--- config.mk ---
export PLATFORM = sky130hd
export DESIGN_NAME = gpio_atr_ctrl
export DESIGN_NICKNAME = d
export VERILOG_FILES = /design/src/rtl/gpio_atr_pkg.sv /design/src/rtl/gpio_atr_mode_fsm.sv /design/src/rtl/gpio_atr_bank.sv /design/src/rtl/gpio_atr_pack.sv /design/src/rtl/gpio_atr_ctrl.sv
export SDC_FILE = /design/constraint.sdc
export NUM_CORES = 1
export LEC_CHECK = 0
export BUFFER_PORTS_ARGS = -buffer_cell sky130_fd_sc_hd__buf_2
export CORE_UTILIZATION = 29
export DETAILED_ROUTE_END_ITERATION = 8
export GPL_ROUTABILITY_DRIVEN = 0
export PLACE_DENSITY_LB_ADDON = 0.05
export SYNTH_ARGS = -nofsm -noshare
export SYNTH_HDL_FRONTEND = slang
export SYNTH_SLANG_ARGS = --single-unit
--- constraint.sdc ---
create_clock -name clk -period 1.4 [get_ports clk]
set_clock_uncertainty 0.15 [all_clocks]
set_input_delay 0.07 -clock clk [delete_from_list [all_inputs] [get_ports clk]]
set_output_delay 0.07 -clock clk [all_outputs]
set_load 0.02 [all_outputs]
--- src/rtl/gpio_atr_pkg.sv ---
package gpio_atr_pkg;

    // Register addresses within one bank
    typedef enum logic [2:0] {
        REG_DIRECT = 3'd0,   // masked write
        REG_OE     = 3'd1,   // masked write
        REG_AUTO   = 3'd2,   // plain write
        REG_TXVAL  = 3'd3,   // plain write
        REG_RXVAL  = 3'd4    // plain write
    } reg_addr_e;

    // Transmit/receive mode of the front end
    typedef enum logic {
        MODE_RX = 1'b0,
        MODE_TX = 1'b1
    } tr_mode_e;

    localparam int NUM_BANKS = 2;   // 0: transmit side, 1: receive side

endpackage

--- src/rtl/gpio_atr_mode_fsm.sv ---
module gpio_atr_mode_fsm
    import gpio_atr_pkg::*;
(
    input  logic clk,
    input  logic rst_n,
    input  logic tx_active,
    output logic transmit
);

    tr_mode_e mode_q;
    tr_mode_e mode_d;

    // Next-state logic
    always_comb begin
        mode_d = mode_q;
        unique case (mode_q)
            MODE_RX: if (tx_active)  mode_d = MODE_TX;
            MODE_TX: if (!tx_active) mode_d = MODE_RX;
            default: mode_d = MODE_RX;
        endcase
    end

    // State register
    always_ff @(posedge clk) begin
        if (!rst_n) mode_q <= MODE_RX;
        else        mode_q <= mode_d;
    end

    // Output decode
    always_comb begin
        unique case (mode_q)
            MODE_TX: transmit = 1'b1;
            default: transmit = 1'b0;
        endcase
    end


    enter_tx_chk: assert property (@(posedge clk) disable iff (!rst_n)
        tx_active |=> (mode_q == MODE_TX));


    enter_rx_chk: assert property (@(posedge clk) disable iff (!rst_n)
        !tx_active |=> (mode_q == MODE_RX));

endmodule

--- src/rtl/gpio_atr_bank.sv ---
module gpio_atr_bank
    import gpio_atr_pkg::*;
#(
    parameter int WIDTH = 16
) (
    input  logic                 clk,
    input  logic                 rst_n,
    input  logic                 wr_en,
    input  logic [2:0]           wr_addr,
    input  logic [2*WIDTH-1:0]   wr_data,
    input  logic                 transmit,
    input  logic [WIDTH-1:0]     pin_i,
    output logic [WIDTH-1:0]     pin_o,
    output logic [WIDTH-1:0]     pin_oe,
    output logic [WIDTH-1:0]     level
);

    localparam int WORD_W = 2 * WIDTH;

    logic [WIDTH-1:0] dir_q, oe_q, auto_q, txv_q, rxv_q;
    logic [WIDTH-1:0] wmask, wval;

    assign wmask = wr_data[WORD_W-1:WIDTH];
    assign wval  = wr_data[WIDTH-1:0];

    always_ff @(posedge clk) begin
        if (!rst_n) begin
            dir_q  <= '0;
            oe_q   <= '0;
            auto_q <= '0;
            txv_q  <= '0;
            rxv_q  <= '0;
        end else if (wr_en) begin
            case (wr_addr)
                REG_DIRECT: dir_q  <= (dir_q & ~wmask) | (wval & wmask);
                REG_OE:     oe_q   <= (oe_q  & ~wmask) | (wval & wmask);
                REG_AUTO:   auto_q <= wval;
                REG_TXVAL:  txv_q  <= wval;
                REG_RXVAL:  rxv_q  <= wval;
                default:    ;
            endcase
        end
    end

    // Per-bit source selection and pad level
    for (genvar i = 0; i < WIDTH; i++) begin : g_bit
        logic atr_bit;
        assign atr_bit  = transmit ? txv_q[i] : rxv_q[i];
        assign pin_o[i] = auto_q[i] ? atr_bit : dir_q[i];
        assign pin_oe[i] = oe_q[i];
        assign level[i] = oe_q[i] ? pin_o[i] : pin_i[i];
    end


    dir_mask_chk: assert property (@(posedge clk) disable iff (!rst_n)
        (wr_en && wr_addr == REG_DIRECT)
        |=> ((dir_q ^ $past(dir_q)) & ~$past(wr_data[WORD_W-1:WIDTH])) == '0);


    oe_mask_chk: assert property (@(posedge clk) disable iff (!rst_n)
        (wr_en && wr_addr == REG_OE)
        |=> ((oe_q ^ $past(oe_q)) & ~$past(wr_data[WORD_W-1:WIDTH])) == '0);


    auto_write_chk: assert property (@(posedge clk) disable iff (!rst_n)
        (wr_en && wr_addr == REG_AUTO) |=> (auto_q == $past(wr_data[WIDTH-1:0])));


    hold_chk: assert property (@(posedge clk) disable iff (!rst_n)
        !wr_en |=> ($stable(dir_q) && $stable(oe_q) && $stable(auto_q)
                    && $stable(txv_q) && $stable(rxv_q)));

endmodule

--- src/rtl/gpio_atr_pack.sv ---
module gpio_atr_pack
    import gpio_atr_pkg::*;
#(
    parameter int WIDTH = 16
) (
    input  logic [WIDTH-1:0]           level [NUM_BANKS],
    output logic [NUM_BANKS*WIDTH-1:0] rd_data
);

    // Bank 0 (transmit side) fills the low half, bank 1 the high half
    for (genvar b = 0; b < NUM_BANKS; b++) begin : g_slot
        assign rd_data[b*WIDTH +: WIDTH] = level[b];
    end

endmodule

--- src/rtl/gpio_atr_ctrl.sv ---
module gpio_atr_ctrl
    import gpio_atr_pkg::*;
#(
    parameter int WIDTH = 16
) (
    input  logic                 clk,
    input  logic                 rst_n,
    input  logic                 tx_active,
    input  logic                 wr_en,
    input  logic                 wr_bank,
    input  logic [2:0]           wr_addr,
    input  logic [2*WIDTH-1:0]   wr_data,
    input  logic [WIDTH-1:0]     txs_pin_i,
    output logic [WIDTH-1:0]     txs_pin_o,
    output logic [WIDTH-1:0]     txs_pin_oe,
    input  logic [WIDTH-1:0]     rxs_pin_i,
    output logic [WIDTH-1:0]     rxs_pin_o,
    output logic [WIDTH-1:0]     rxs_pin_oe,
    output logic [2*WIDTH-1:0]   rd_data
);

    logic             transmit;
    logic [WIDTH-1:0] pin_i_a  [NUM_BANKS];
    logic [WIDTH-1:0] pin_o_a  [NUM_BANKS];
    logic [WIDTH-1:0] pin_oe_a [NUM_BANKS];
    logic [WIDTH-1:0] level_a  [NUM_BANKS];

    gpio_atr_mode_fsm u_mode (
        .clk       (clk),
        .rst_n     (rst_n),
        .tx_active (tx_active),
        .transmit  (transmit)
    );

    assign pin_i_a[0]  = txs_pin_i;
    assign pin_i_a[1]  = rxs_pin_i;
    assign txs_pin_o   = pin_o_a[0];
    assign txs_pin_oe  = pin_oe_a[0];
    assign rxs_pin_o   = pin_o_a[1];
    assign rxs_pin_oe  = pin_oe_a[1];

    for (genvar b = 0; b < NUM_BANKS; b++) begin : g_bank
        logic bank_wr;
        assign bank_wr = wr_en && (wr_bank == b[0]);

        gpio_atr_bank #(.WIDTH(WIDTH)) u_bank (
            .clk      (clk),
            .rst_n    (rst_n),
            .wr_en    (bank_wr),
            .wr_addr  (wr_addr),
            .wr_data  (wr_data),
            .transmit (transmit),
            .pin_i    (pin_i_a[b]),
            .pin_o    (pin_o_a[b]),
            .pin_oe   (pin_oe_a[b]),
            .level    (level_a[b])
        );
    end

    gpio_atr_pack #(.WIDTH(WIDTH)) u_pack (
        .level   (level_a),
        .rd_data (rd_data)
    );

endmodule

# ---- Word level (Yosys, flattened, before mapping)
# Cells that the tools add are included.
dict set report word_totals {
  regBits 161
  wordCells 137
  out_inout_bits 96
}
dict set report op_classes {
  bitwise 11
  muxes 98
  n_reduce_logical 13
  n_eq_ne 4
}
# cell count
set ops {}
lappend ops {{2-to-1 mux 1 bit} 98}
lappend ops {{AND 16 bit} 5}
lappend ops {{bitwise OR 16 bit} 4}
lappend ops {{AND reduction 2 bit} 10}
lappend ops {{NOT 16 bit} 1}
lappend ops {{== test 3 x 2 -> 1 bit (second input constant)} 2}
lappend ops {{== test 3 x 1 -> 1 bit (second input constant)} 1}
lappend ops {{== test 3 bit (second input constant)} 1}
lappend ops {{logical NOT 3 bit} 1}
lappend ops {{logical AND 1 bit} 2}
lappend ops {{NOT 1 bit} 1}

# ---- Logic depth before layout (Yosys ltp)
# Gate-level depths: netlist (run 1).
dict set report logic_depth {
  ltp_word 4
  mapped_depth 6
}

# ---- By module
# From an unflattened synthesis (run 1), not the netlist that was laid out.
dict set report hier_totals {
  hier_cells 836
  hier_area_um2 7247.0
}
# mod instances cells_each seq_area_each_um2 area_per_inst_um2
set by_module_without_submodules {}
lappend by_module_without_submodules {gpio_atr_bank 2 400 1601.5 3482.1}
lappend by_module_without_submodules {gpio_atr_pack 1 32 0.0 240.2}
lappend by_module_without_submodules {gpio_atr_mode_fsm 1 2 20.0 26.3}
lappend by_module_without_submodules {gpio_atr_ctrl 1 2 0.0 16.3}

# ---- Least setup slack after synthesis (run 1)
# Ideal clock, no wire load.
dict set report synth_timing {
  path_kind {register -> output}
  start {reg u_mode.mode_q}
  end {out rd_data[0]}
  path_slack_ns -0.252
  arrival_time_ns 1.432
  n_path_buf 2
  path_stages_with_launch 6
  cell_sequence {dfxtp_1 > buf_2 > buf_4 > mux2i_1 > a21oi_1 > mux2_2}
}
dict set report synth_via {
  elab_chain_len 4
}
# item line_no
set synth_lines {}
lappend synth_lines {{start: declaration} gpio_atr_mode_fsm.sv:10} ;# tr_mode_e mode_q;
lappend synth_lines {{start signal: assignment} gpio_atr_mode_fsm.sv:26} ;# else mode_q <= mode_d;
lappend synth_lines {{2-to-1 mux 1 bit} gpio_atr_mode_fsm.sv:31} ;# unique case (mode_q)
lappend synth_lines {{2-to-1 mux 1 bit} gpio_atr_bank.sv:48} ;# assign atr_bit = transmit ? txv_q[i] : rxv_q[i];
lappend synth_lines {{2-to-1 mux 1 bit} gpio_atr_bank.sv:49} ;# assign pin_o[i] = auto_q[i] ? atr_bit : dir_q[i];
lappend synth_lines {{net txs_pin_o[0]} gpio_atr_ctrl.sv:14} ;# output logic [WIDTH-1:0] txs_pin_o,
lappend synth_lines {{2-to-1 mux 1 bit} gpio_atr_bank.sv:51} ;# assign level[i] = oe_q[i] ? pin_o[i] : pin_i[i];
lappend synth_lines {{end: declaration} gpio_atr_ctrl.sv:19} ;# output logic [2*WIDTH-1:0] rd_data
# The timed path passes the listed nets, and every way through them passes these cells.

# ---- Worst setup path after layout (run 1)
dict set report layout_timing {
  start {reg u_mode.mode_q}
  end {out rd_data[19]}
}
dict set report layout_via {
  elab_chain_len 4
}
# item line_no
set layout_lines {}
lappend layout_lines {{2-to-1 mux 1 bit} gpio_atr_mode_fsm.sv:31}
lappend layout_lines {{2-to-1 mux 1 bit} gpio_atr_bank.sv:48}
lappend layout_lines {{2-to-1 mux 1 bit} gpio_atr_bank.sv:49}
lappend layout_lines {{2-to-1 mux 1 bit} gpio_atr_bank.sv:51}
# No other way between the ends.

==> reports/metrics.yaml, run 1 <==
setup_path:
  cp_data_required_time_ns: 1.18
  end_kind: "output pin"
  cp-start-kind: "register"
  crit_type: "reg2out"
  cp.arrival_ns: 1.78
  crit_fanout: 12
place:
  dp_hpwl_mm: 14.9
  postPlaceCellArea_um2: 8930
  port_buffers: 167
  dp_cells: 1235
yosys:
  syn-cell-area_um2: 7210
  synthAdderAreaFrac_pct: 0
  ys_top_cells_by_area: "dfxtp_1 (45%), mux2i_1 (27%), nand2_1 (9.2%), mux2_2 (5.0%), nand3_1 (4.4%)"
  synthXorXnorAreaFrac_pct: 0
  yosysTopAreaCell: "dfxtp_1"
  synth_nets: 824
  yosysTopAreaCellShare_pct: 44.7
  synth-simple-area-share_pct: 17.6
  yosysWarningCount: 0
  synth_mux_area_share_pct: 31.7
  synth_compound_area_share_pct: 2.22
  synth_cells: 752
  ys_types: 25
  synth_top_family_by_area: "multiplexers"
  synth-seq-cells: 161
  yosysSeqAreaShare_pct: 44.7
  synth.avg_cell_area_um2: 9.59
drt:
  wl_per_cell_um: 16.7
  drtPass1Iterations: 4
  ant_nets: 0
  vias_per_cell: 4.69
  vias: 6040
  drc_errors: 0
  drt_iter0_markers: 213
  finalWirelength_mm: 21.6
grt:
  grt_pass1_wl_mm: 34.0
  grt.total_usage_pct: 17.5
  antenna_found_initial: 0
  grt_max_degree: 34
  overflow: 0
  first_global_vias: 6144
sta:
  hold_violations: 0
  fin_ws_ns: -0.601
  timing.final.crit_share_pct: 143
  worst_pin_slew_ns: 0.478
  rsz0062_at_grt: "yes"
  timing.fmax_ghz: 0.500
  period_minus_slack_ns: 2.00
  slew_headroom_pct: 68.1
  maxSlewViolCount: 0
  finalSetupViolations: 64
clock_tree:
  cts.sinks: 161
  clockBufferDepth: 2
  path_clk_slew_ns: 0.07
  cts_tree: "built"
  clock_latency_ns: 0.43
  cts.htree.levels: 4
  cts_root_buf: "clkbuf_16"
  cts_buffers: 17
finish:
  final_area_um2: 9930
  drive_gt1_share_pct: 34.1
  diodes: 0
  final_cell_count_no_fill: 1288
  fin_util_pct: 40.8
  layout.nets: 1024
  syn_to_final_growth_pct: 37.7
floorplan:
  die_x_um: 160
  core-area_um2: 24300
  start_util_pct: 29.6
  die_h_um: 160
  row_count: 57
  die-area_um2: 25500
  ios: 168
run_status:
  violations: "setup timing"
  status: "complete, but fails checks"
pwr:
  power.density_nw_per_um2: 1040
  leakagePower_nw: 4.64
  peakVddDrop_uv: 621
flow_run:
  drv_cap: 0
hold_path:
  hold_class: "in2reg"
layer usage:
metal / wire [µm] / share of wire (%) / vias up / GRT usage (%)
met4: 399 / 1.9 / 0 / 5.55
li1: - / - / 2978 / -
met1: 9550 / 44 / 2888 / 21.4
met2: 10700 / 50 / 157 / 30.6
met5: 0 / 0 / - / 0
met3: 893 / 4.1 / 17 / 3.35
cell families (layout without fill, tap and decap cells):
kind of cell / count (synthesis) / in the layout
AOI/OAI and AO/OA: 32 / 32
muxes: 224 / 224
and+or+nand+nor: 289 / 289
buffers and inverters: 46 / 258
DFF: 161 / 161
critical path, cell delays in order, from the launching register on:
cell	delay (ns)
dfxtp_4	0.40
buf_12	0.19
mux2i_2	0.27
a21oi_2	0.09
mux2_4	0.26
buf_2	0.16
report_power, final:
group | switching (mW) | internal (mW)
logic | 0.609 | 0.466
registers | 0.0393 | 4.63
clock network | 1.93 | 2.67
Yosys cell counts:
cell	instances
nand3b_1	1
nor2b_1	2
nand2_1	177
buf_6	5
buf_1	1
buf_2	9
nor2_4	1
buf_4	9
clkbuf_2	2
clkbuf_1	19
nor2_1	32
and3_1	1
a21oi_1	32
nand3_1	64
mux2_2	32
nand2_2	2
nor3b_4	2
dfxtp_1	161
nor2_2	1
mux2i_1	192
buf_12	1
nor3b_2	1
nand3_4	2
and2_1	1
and3b_1	2
layout by cell type, fill, tap and decap left out, types with 2 or more instances in the layout:
master,instances
mux2_4,30
nand2_1,177
mux2_2,2
nor2_4,2
buf_12,18
mux2i_1,175
dlygate4sd3_1,19
dfxtp_1,160
buf_6,13
a21oi_2,31
nor3b_4,2
nand3_4,2
buf_4,27
mux2i_4,4
buf_2,149
clkinv_4,2
nand3_1,64
nor2_1,32
clkbuf_16,17
clkinvlp_4,6
nand2_2,2
bufinv_16,2
and3b_1,2
mux2i_2,13
per-stage QoR:
step	setup WS (ns)	power (mW)	hold slack [ns]	setup TNS, ns
floorplan	-0.0412	5.32	0.0473	-1.06
global placement	-0.193	5.77	0.246	-4.87
detailed placement	-0.203	5.78	0.231	-5.50
CTS	-0.618	10.5	0.0135	-31.64
global route	-0.663	10.8	0.0438	-32.87
finish	-0.601	10.3	0.0147	-28.46
path summary, 6_finish.rpt:
check	to	slack (ns)	from	cells past startpoint
max	rd_data[19]	-0.60	u_mode.mode_q	5
min	register	0.01	wr_data[15]	3
max reg2reg	register	0.13	register	3
min reg2reg	g_bank[0].u_bank.rxv_q[12]	0.31	g_bank[0].u_bank.rxv_q[12]	2
cell type report:
class | count | area [µm²]
Clock inverter | 12 | 136
Tap cell | 324 | 405
Multi-Input combinational cell | 545 | 4060
Sequential cell | 161 | 3230
Clock buffer | 19 | 443
Timing Repair Buffer | 227 | 1660
Fill cell | 2429 | 14400
what timing repair did:
action,4_1_cts,5_1_grt
endpoints found under the setup margin,64,74
endpoints found under the hold margin,71,0
pin swaps,4,4
buffers inserted,1,1
hold buffers,20,0
resized for setup,34,21
No activity file was read; power rests on OpenSTA's default activity.
==> run 2, diff against run 1 <==
- TNS_END_PERCENT: not set -> 30
==> run 2 against run 1 <==
  * The flow still finishes with violations (setup timing)
  * Register-to-register slack got worse by 0.06 ns
  * Global-route usage increased by 0.15 points
  * Non-clock buffer count decreased by 3
  * Die area unchanged
  * Setup slack got worse by 0.018 ns
  * Sequential share of layout area increased by 0.31 points
  * Largest cell class unchanged
  * First-iteration DRC count decreased by 6.1%
  * Maximum frequency decreased by 0.90%
  * Clock-buffer cell count unchanged
==> reports/metrics.yaml, run 2 (synthesis results as in run 1) <==
sta:
  rsz0062_at_grt: "yes"
  slew_headroom_pct: 36.8
  hold_violations: 0
  timing.final.crit_share_pct: 144
  finalSetupTns_ns: -28.18
  fin_ws_ns: -0.619
  maxSlewViolCount: 0
  finalSetupViolations: 64
  worst_pin_slew_ns: 0.948
  timing.fmax_ghz: 0.495
  period_minus_slack_ns: 2.02
  whs_ns: 0.0307
hold_path:
  hold_class: "in2reg"
  min-delay-start: "rst_n"
place:
  port_buffers: 167
  dp_hpwl_mm: 15.0
clock_tree:
  clockBufferDepth: 2
  cts_buffers: 17
  cts.sinks: 161
  path_clk_slew_ns: 0.07
  cts.htree.levels: 4
  clock_latency_ns: 0.41
  cts_root_buf: "clkbuf_16"
  cts_tree: "built"
pwr:
  power.density_nw_per_um2: 1020
  peakVddDrop_uv: 586
  leakagePower_nw: 4.61
floorplan:
  die-area_um2: 25500
  row_count: 57
  start_util_pct: 29.6
  core-area_um2: 24300
  die_x_um: 160
  die_h_um: 160
  ios: 168
grt:
  grt.total_usage_pct: 17.6
  antenna_found_initial: 2
  grt_pass1_wl_mm: 34.4
  grt_max_degree: 54
  overflow: 0
  first_global_vias: 6222
run_status:
  violations: "setup timing"
  status: "complete, but fails checks"
setup_path:
  startpoint: "u_mode.mode_q"
  cp_cell_sequence: "buf_12 > mux2i_2 > a21oi_2 > mux2_4 > buf_2"
  cp_data_required_time_ns: 1.18
  cp_top_family: "multiplexers"
  end_kind: "output pin"
  crit_fanout: 14
  cp-start-kind: "register"
  cp_slowest_cell: "dfxtp_4"
  worst_path_largest_cell_delay_ns: 0.39
  critical_path_buf_inv_count: 2
  crit_type: "reg2out"
  cp.arrival_ns: 1.80
finish:
  syn_to_final_growth_pct: 36.4
  layout.nets: 1021
  drive_gt1_share_pct: 33.9
  fill_cells: 2436
  fin_util_pct: 40.4
  final_common_cell: "nand2_1"
  layout_common_cells: "nand2_1 (177), mux2i_1 (173), dfxtp_1 (160), buf_2 (153), nand3_1 (64)"
drt:
  finalWirelength_mm: 21.9
  vias_per_cell: 4.67
  drt_iter0_markers: 200
  ant_nets: 0
  wl_per_cell_um: 17.0
  vias: 6010
  drtPass1Iterations: 4
  drc_errors: 0
flow_run:
  drv_cap: 0
## run 2: cell types whose count changed in the layout (fill, tap and decap cells not counted), sizes merged
cell	before	now
buf	207	200
dlygate4sd3	19	22
inv	1	4
bufinv	2	0
diode	0	2
clkinv	3	4
clkinvlp	6	5
dlymetal6s4s	1	2
## run 2: worst register-to-register path, cell delays in order (launching register included)
cell,delay [ns]
dfxtp_1,0.36
nand2_1,0.07
mux2i_1,0.14
dlygate4sd3_1,0.56
## run 2: final timing paths
check	end	slack, ns	cells after the start
setup / recovery	rd_data[1]	-0.62	5
hold / removal	register	0.03	4
setup reg to reg	register	0.07	3
hold reg to reg	g_bank[0].u_bank.txv_q[9]	0.31	2
## run 2: cell type report
class | instances | area, µm² | share of cell area (%)
Tap cell | 324 | 405 | 4.12
Clock buffer | 19 | 443 | 4.50
Multi-Input combinational cell | 545 | 4080 | 41.5
Antenna cell | 2 | 5.00 | 0.0509
Timing Repair Buffer | 224 | 1570 | 15.9
Clock inverter | 13 | 104 | 1.06
Sequential cell | 161 | 3230 | 32.8
## run 2: repair_timing
| action | in CTS | in global routing |
|---|---|---|
| resized for setup | 20 | 31 |
| pin swaps | 2 | 0 |
| hold buffers | 24 | 0 |
| endpoints found under the setup margin | 64 | 85 |
| hold endpoints to repair | 84 | 0 |
| setup buffers | 0 | 0 |
## run 2: power by group
part	total [mW]	switching [mW]	internal (mW)
combinational	1.05	0.602	0.444
clock	4.36	2.02	2.34
sequential	4.67	0.0396	4.63
total	10.1	2.66	7.41
## run 2: per-layer routing
layer	vias up	wire length [µm]	track usage, %
met2	151	11200	32.3
met3	20	938	3.45
li1	2976	-	-
met1	2863	9430	20.3
met5	-	0	0
met4	0	376	6.03
## run 2: per-stage QoR
step	setup WS (ns)	total power [mW]	area (µm²)	std cells
final	-0.619	10.1	9830	1288
after global routing	-0.677	10.5	9830	1287
after CTS	-0.638	10.2	9710	1286
after detailed placement	-0.227	5.74	8840	1230
after global placement	-0.205	5.73	8840	1230
after floorplan	-0.0536	5.32	7460	752
